[config.mk]
export PLATFORM = sky130hd
export DESIGN_NAME = dqs_eye_search
export DESIGN_NICKNAME = d
export VERILOG_FILES = /design/src/rtl/dqs_search_pkg.sv /design/src/rtl/dqs_wait_counter.sv /design/src/rtl/dqs_run_tracker.sv /design/src/rtl/dqs_eye_search.sv
export SDC_FILE = /design/constraint.sdc
export NUM_CORES = 1
export LEC_CHECK = 0
export CAP_MARGIN = 5
export CORE_MARGIN = 4
export CORE_UTILIZATION = 50
export DETAILED_ROUTE_END_ITERATION = 6
export PLACE_DENSITY = 0.77
export SLEW_MARGIN = 30
export SYNTH_ARGS = -nofsm -noshare
export SYNTH_HDL_FRONTEND = slang
export SYNTH_SLANG_ARGS = --single-unit
export TNS_END_PERCENT = 1
[constraint.sdc]
create_clock -name clk -period 4.3 [get_ports clk]
set_input_delay 0.645 -clock clk [delete_from_list [all_inputs] [get_ports clk]]
set_output_delay 0.645 -clock clk [all_outputs]
set_load 0.005 [all_outputs]
[src/rtl/dqs_search_pkg.sv]
package dqs_search_pkg;

  typedef enum logic [3:0] {
    ST_IDLE,
    ST_PREP,
    ST_RAISE,
    ST_LOCK,
    ST_INIT,
    ST_SETTLE,
    ST_TEST,
    ST_NEXT,
    ST_ERR
  } seq_state_e;

  function automatic int unsigned bits_for(input int unsigned max_val);
    return (max_val < 2) ? 1 : $clog2(max_val + 1);
  endfunction

endpackage

[src/rtl/dqs_wait_counter.sv]
module dqs_wait_counter #(
  parameter int unsigned POLL_LIMIT = 65535,
  parameter int unsigned SETTLE_CYC = 10000
) (
  input  logic clk,
  input  logic rst,
  input  logic clr,
  output logic poll_exp,
  output logic settle_hit
);
  localparam int unsigned MAXV = (POLL_LIMIT > SETTLE_CYC) ? POLL_LIMIT : SETTLE_CYC;
  localparam int unsigned CW   = dqs_search_pkg::bits_for(MAXV);
  localparam logic [CW-1:0] POLL_END   = CW'(POLL_LIMIT - 1);
  localparam logic [CW-1:0] SETTLE_END = CW'(SETTLE_CYC - 1);
  localparam logic [CW-1:0] SAT        = CW'(MAXV);

  logic [CW-1:0] cnt;

  always_ff @(posedge clk) begin
    if (rst || clr) cnt <= '0;
    else if (cnt != SAT) cnt <= cnt + 1'b1;
  end

  assign poll_exp   = (cnt == POLL_END);
  assign settle_hit = (cnt == SETTLE_END);

  // counter never runs past its saturation value
  p_cnt_sat_r5: assert property (@(posedge clk) disable iff (rst) cnt <= SAT);
endmodule

[src/rtl/dqs_run_tracker.sv]
module dqs_run_tracker #(
  parameter int unsigned SHIFT_W = 7,
  parameter int unsigned DLY_W   = 6
) (
  input  logic               clk,
  input  logic               rst,
  input  logic               clr_all,
  input  logic               clr_run,
  input  logic               valid,
  input  logic               pass,
  input  logic [SHIFT_W-1:0] cur_shift,
  input  logic [DLY_W-1:0]   cur_dly,
  output logic [DLY_W:0]     best_len,
  output logic [SHIFT_W-1:0] best_shift,
  output logic [DLY_W-1:0]   best_start,
  output logic [DLY_W-1:0]   best_end
);
  logic [DLY_W:0]   run_len;
  logic [DLY_W-1:0] run_start;
  logic [DLY_W:0]   next_len;
  logic [DLY_W-1:0] next_start;

  always_comb begin
    next_len   = run_len + 1'b1;
    next_start = (run_len == '0) ? cur_dly : run_start;
  end

  always_ff @(posedge clk) begin
    if (rst || clr_all) begin
      run_len    <= '0;
      run_start  <= '0;
      best_len   <= '0;
      best_shift <= '0;
      best_start <= '0;
      best_end   <= '0;
    end else if (clr_run) begin
      run_len <= '0;
    end else if (valid) begin
      if (!pass) begin
        run_len <= '0;
      end else begin
        run_len   <= next_len;
        run_start <= next_start;
        if (next_len >= best_len) begin
          best_len   <= next_len;
          best_shift <= cur_shift;
          best_start <= next_start;
          best_end   <= cur_dly;
        end
      end
    end
  end

  // the best length only grows between full clears
  p_best_mono_r7: assert property (@(posedge clk) disable iff (rst)
    !clr_all |=> best_len >= $past(best_len));
  // a live run is never longer than the recorded best
  p_run_bound_r6: assert property (@(posedge clk) disable iff (rst) run_len <= best_len);
endmodule

[src/rtl/dqs_eye_search.sv]
module dqs_eye_search #(
  parameter int unsigned SHIFT_W      = 7,
  parameter int unsigned DLY_W        = 6,
  parameter int unsigned LANES        = 9,
  parameter int unsigned SHIFT_FIRST  = 64,
  parameter int unsigned SHIFT_COUNT  = 32,
  parameter int unsigned SHIFT_OFFSET = 32,
  parameter int unsigned DLY_FIRST    = 1,
  parameter int unsigned DLY_LAST     = 63,
  parameter int unsigned CLK_HZ       = 100_000_000,
  parameter int unsigned SETTLE_CYC   = CLK_HZ / 10_000,
  parameter int unsigned POLL_LIMIT   = 65535,
  parameter int unsigned ACK_W        = 6,
  parameter int unsigned ACK_CODE     = 60
) (
  input  logic                   clk,
  input  logic                   rst,
  input  logic                   go,
  output logic                   done,
  output logic                   no_window,
  output logic                   err,
  output logic [SHIFT_W-1:0]     wr_shift,
  output logic [SHIFT_W-1:0]     out_shift,
  output logic [LANES*DLY_W-1:0] rd_dly,
  output logic                   ctl_start,
  output logic                   err_ack,
  output logic [ACK_W-1:0]       ack_code,
  input  logic                   dll_lock,
  input  logic                   init_done,
  output logic                   test_req,
  input  logic                   test_ack,
  input  logic                   test_pass
);
  import dqs_search_pkg::*;

  localparam logic [SHIFT_W-1:0] SH_FIRST = SHIFT_W'(SHIFT_FIRST);
  localparam logic [SHIFT_W-1:0] SH_LAST  = SHIFT_W'(SHIFT_FIRST + SHIFT_COUNT - 1);
  localparam logic [SHIFT_W-1:0] SH_OFF   = SHIFT_W'(SHIFT_OFFSET);
  localparam logic [DLY_W-1:0]   DL_FIRST = DLY_W'(DLY_FIRST);
  localparam logic [DLY_W-1:0]   DL_LAST  = DLY_W'(DLY_LAST);
  localparam logic [ACK_W-1:0]   ACK_VAL  = ACK_W'(ACK_CODE);

  seq_state_e state;
  logic [SHIFT_W-1:0] shift_q, oshift_q;
  logic [DLY_W-1:0]   dly_q;
  logic start_q, ack_q, req_q, done_q, nowin_q, err_q, final_q;

  logic cnt_clr, poll_exp, settle_hit;
  logic trk_clr_all, trk_clr_run, trk_valid;
  logic [DLY_W:0]     best_len;
  logic [SHIFT_W-1:0] best_shift;
  logic [DLY_W-1:0]   best_start, best_end;
  logic [DLY_W:0]     centre_sum;

  always_comb begin
    cnt_clr = !(state == ST_LOCK || state == ST_INIT || state == ST_SETTLE)
              || (state == ST_LOCK && dll_lock)
              || (state == ST_INIT && init_done);
    trk_clr_all = (state == ST_IDLE) && go;
    trk_clr_run = (state == ST_NEXT) && (dly_q == DL_LAST);
    trk_valid   = (state == ST_TEST) && req_q && test_ack;
    centre_sum  = {1'b0, best_start} + {1'b0, best_end};
  end

  dqs_wait_counter #(.POLL_LIMIT(POLL_LIMIT), .SETTLE_CYC(SETTLE_CYC)) i_wait (
    .clk(clk), .rst(rst), .clr(cnt_clr), .poll_exp(poll_exp), .settle_hit(settle_hit));

  dqs_run_tracker #(.SHIFT_W(SHIFT_W), .DLY_W(DLY_W)) i_track (
    .clk(clk), .rst(rst), .clr_all(trk_clr_all), .clr_run(trk_clr_run),
    .valid(trk_valid), .pass(test_pass), .cur_shift(shift_q), .cur_dly(dly_q),
    .best_len(best_len), .best_shift(best_shift), .best_start(best_start),
    .best_end(best_end));

  always_ff @(posedge clk) begin
    if (rst) begin
      state    <= ST_IDLE;
      shift_q  <= SH_FIRST;
      oshift_q <= SH_FIRST + SH_OFF;
      dly_q    <= '0;
      start_q  <= 1'b0;
      ack_q    <= 1'b0;
      req_q    <= 1'b0;
      done_q   <= 1'b0;
      nowin_q  <= 1'b0;
      err_q    <= 1'b0;
      final_q  <= 1'b0;
    end else begin
      ack_q <= 1'b0;
      case (state)
        ST_IDLE: if (go) begin
          shift_q  <= SH_FIRST;
          oshift_q <= SH_FIRST + SH_OFF;
          dly_q    <= DL_FIRST;
          done_q   <= 1'b0;
          nowin_q  <= 1'b0;
          final_q  <= 1'b0;
          start_q  <= 1'b0;
          state    <= ST_PREP;
        end
        ST_PREP: begin
          start_q <= 1'b0;
          ack_q   <= !final_q;
          state   <= ST_RAISE;
        end
        ST_RAISE: begin
          start_q <= 1'b1;
          state   <= ST_LOCK;
        end
        ST_LOCK:
          if (dll_lock) state <= ST_INIT;
          else if (poll_exp) begin err_q <= 1'b1; state <= ST_ERR; end
        ST_INIT:
          if (init_done) state <= ST_SETTLE;
          else if (poll_exp) begin err_q <= 1'b1; state <= ST_ERR; end
        ST_SETTLE: if (settle_hit) begin
          if (final_q) begin
            done_q <= 1'b1;
            state  <= ST_IDLE;
          end else begin
            req_q <= 1'b1;
            state <= ST_TEST;
          end
        end
        ST_TEST: if (test_ack) begin
          req_q <= 1'b0;
          state <= ST_NEXT;
        end
        ST_NEXT: begin
          start_q <= 1'b0;
          state   <= ST_PREP;
          if (dly_q != DL_LAST) begin
            dly_q <= dly_q + 1'b1;
          end else if (shift_q != SH_LAST) begin
            shift_q  <= shift_q + 1'b1;
            oshift_q <= shift_q + 1'b1 + SH_OFF;
            dly_q    <= DL_FIRST;
          end else if (best_len == '0) begin
            shift_q  <= SH_FIRST;
            oshift_q <= SH_FIRST + SH_OFF;
            dly_q    <= '0;
            nowin_q  <= 1'b1;
            done_q   <= 1'b1;
            state    <= ST_IDLE;
          end else begin
            shift_q  <= best_shift;
            oshift_q <= best_shift + SH_OFF;
            dly_q    <= centre_sum[DLY_W:1];
            final_q  <= 1'b1;
          end
        end
        default: state <= ST_ERR;
      endcase
    end
  end

  for (genvar k = 0; k < LANES; k++) begin : g_lane
    assign rd_dly[k*DLY_W +: DLY_W] = dly_q;
  end

  assign wr_shift  = shift_q;
  assign out_shift = oshift_q;
  assign ctl_start = start_q;
  assign err_ack   = ack_q;
  assign ack_code  = ack_q ? ACK_VAL : '0;
  assign test_req  = req_q;
  assign done      = done_q;
  assign no_window = nowin_q;
  assign err       = err_q;

  // derived shift tracks the write shift
  p_offset_r1: assert property (@(posedge clk) disable iff (rst) oshift_q == shift_q + SH_OFF);
  // a trial only requests a test inside the sweep ranges
  p_req_range_r2: assert property (@(posedge clk) disable iff (rst)
    req_q |-> (shift_q >= SH_FIRST && shift_q <= SH_LAST && dly_q >= DL_FIRST && dly_q <= DL_LAST));
  // start rises only right after the acknowledge pulse during the sweep
  p_ack_before_start_r3: assert property (@(posedge clk) disable iff (rst)
    ($rose(start_q) && !final_q) |-> $past(ack_q));
  // a test request only occurs with the controller started
  p_req_started_r3: assert property (@(posedge clk) disable iff (rst) req_q |-> start_q);
  // the error flag is sticky and excludes done
  p_err_sticky_r5: assert property (@(posedge clk) disable iff (rst) err_q |=> (err_q && !done_q));
  // no-window always comes with done and a stopped controller
  p_nowin_done_r9: assert property (@(posedge clk) disable iff (rst) nowin_q |-> (done_q && !start_q));
endmodule

==> reports/metrics.yaml <==
crit_required_ns: 4.52
cp_max_fo: 22
rows: 35
drt_first_iter_violations: 242
synth-edff-count: 0
cts.clk_slew.worst_paths_ns: 0.08
fp.dieW_um: 105
vias: 3922
dieArea_um2: 11000
gp_congestion: 0.856
clockBufferDepth: 2
antenna_found_initial: 0
worstSetupPathType: "reg -> reg"
cts_resized: 0
preCtsSetupSlack_ns: 1.35
fin_worst_skew_ns: 0.00513
synth_cell_types: 67
setup_slack_ns: 1.30
synth_most_common_cell: "nor2_1"
r2r_setup_slack_ns: 1.30
fin_tns_setup_ns: 0
grt_pass1_wl_um: 17300
path_delay_family: "compound AO/OA/AOI/OAI gates"
cts_hold_buf: 0
crit_chain: "ha_1 -> nand3_1 -> xnor2_1 -> ha_1 -> nand4_1 -> a21o_1 -> a31oi_4 -> buf_4 -> mux2i_1 -> nor2_1"
syn_area_per_cell_um2: 8.46
hold_viol_final: 0
p_per_area_nw_per_um2: 282
cts-root-buf: "clkbuf_8"
via_per_inst: 5.68
maxCapViolCount: 0
slew_headroom_pct: 50.0
max_freq_mhz: 334
numCtsBuffers: 9
wl_um: 10300
whs_ns: 0.480
layout_min_cycle_time_ns: 3.00
cp_slowest_stage_delay_ns: 0.48
syn2layout_area_growth_pct: 13.4
cts_setup_buffers: 0
cp_num_buf_inv: 1
setup_viol: 0
yosysSeqAreaShare_pct: 34.5
die_h_um: 105
synth_top_area_share_pct: 34.5
start_kind: "register"
postSynthCellCount: 556
clkSinkCount: 81
filler_cell_count: 809
cts_tree: "yes"
nets: 601
firstDrtPassIters: 5
synth_area_leader_cell: "dfxtp_1"
grt_pass1_vias: 3745
io_buffers: 84
fp.coreArea_um2: 9200
tightest_slew_ns: 0.750
start_util_pct: 51.2
rsz0062_at_grt: "no"
synth_warnings: 0
min_period_over_period_pct: 69.7
htree_levels: 3
irDropWorstVdd_mv: 0.200
p_leak_nw: 1.80
grt_max_degree: 38
cp-end-kind: "register"
dpl.hpwl_um: 7420
crit_slowest_cell: "dfxtp_1"
clk_latency_ns: 0.36
grt_usage_pct: 18.8
antenna_cells: 0
syn_area_um2: 4710
synth-seq-cells: 81
layout-drive-gt1-share_pct: 5.34
ys_async_sr_fraction_pct: 0
overflow: 0
avgRoutedWirePerCell_um: 15.0
min_path_type: "reg -> reg"
drtAntennaViolNets: 0
drc_errors: 0
synth_ff_type: "dfxtp_1"
ios: 87
arrival_ns: 3.22
status: "finished clean"
synth_area_leaders: "dfxtp_1, buf_4, nor2_1"
path_common_cell: "ha_1"
slew_violations: 0
synth.top_cells.by_count: "nor2_1, dfxtp_1, buf_4"
sequential cells by signal (all words and copies together) (netlist names), 2 cells and up:
| signal | cells |
|---|---|
| i_track.best_len | 7 |
| i_track.best_start | 6 |
| state | 4 |
| i_track.best_end | 6 |
| i_track.run_start | 6 |
| dly_q | 6 |
| wr_shift | 7 |
| i_track.run_len | 7 |
| i_track.best_shift | 7 |
| i_wait.cnt | 16 |
| out_shift | 2 |
stage by stage:
stage / total power [mW] / cell area, µm² / utilization [%] / std cells
floorplan: 0.941 / 4710 / - / 557
global placement: 0.994 / 5160 / 56.1 / 675
detailed placement: 0.998 / 5160 / 56.1 / 675
CTS: 1.51 / 5340 / 58.0 / 691
global route: 1.56 / 5340 / 58.0 / 691
finish: 1.51 / 5340 / 58.0 / 691
power by group:
part | switching [mW] | total [mW] | leakage, nW | internal [mW]
Clock | 0.282 | 0.524 | 0.0928 | 0.242
Combinational | 0.0997 | 0.187 | 1.05 | 0.0877
Sequential | 0.0328 | 0.795 | 0.653 | 0.762
cells in the final DEF, fill, tap and decap left out, drive strengths merged, types with 8 or more instances in the layout:
cell	n
inv	19
a22oi	10
xnor2	15
nor2	88
nor3	14
nand2	27
ha	18
nand3	23
dfxtp	81
clkbuf	12
xor2	10
a31oi	8
a21oi	25
and3	11
clkdlybuf4s50	84
o21ai	12
a211oi	9
mux2i	31
worst paths after layout:
kind                                    startpoint             endpoint  depth (start not counted)
worst min-delay path                  out_shift[5]         out_shift[5]                          1
worst min register to register        out_shift[5]         out_shift[5]                          1
worst max-delay path            i_track.run_len[0]  i_track.best_end[4]                         10
worst max register to register  i_track.run_len[0]  i_track.best_end[4]                         10
final cells by class:
type	count	area (µm²)	area share [%]
Multi-Input combinational cell	378	2470	46.2
Timing Repair Buffer	86	856	16.0
Sequential cell	81	1620	30.4
Inverter	19	71.3	1.34
Clock buffer	12	155	2.91
Clock inverter	4	26.3	0.492
Tap cell	111	139	2.60
per-layer routing:
layer | wire, µm | GRT usage, % | vias to the layer above
met5 | 0 | 0 | -
met4 | 206 | 7.87 | 0
met3 | 502 | 3.34 | 20
met2 | 4930 | 30.7 | 108
met1 | 4700 | 24.5 | 1856
li1 | - | - | 1938
logic make-up after synthesis:
group	after synthesis	share of synthesized area [%]
buffers and inverters	98	13.2
DFF	81	34.5
other	1	0.0797
muxes	31	6.59
AOI/OAI and AO/OA	96	14.2
adders and majority gates	19	5.21
and+or+nand+nor	205	21.6
xor gates and xnor gates	25	4.65
Power figures use the tool's default switching activity.
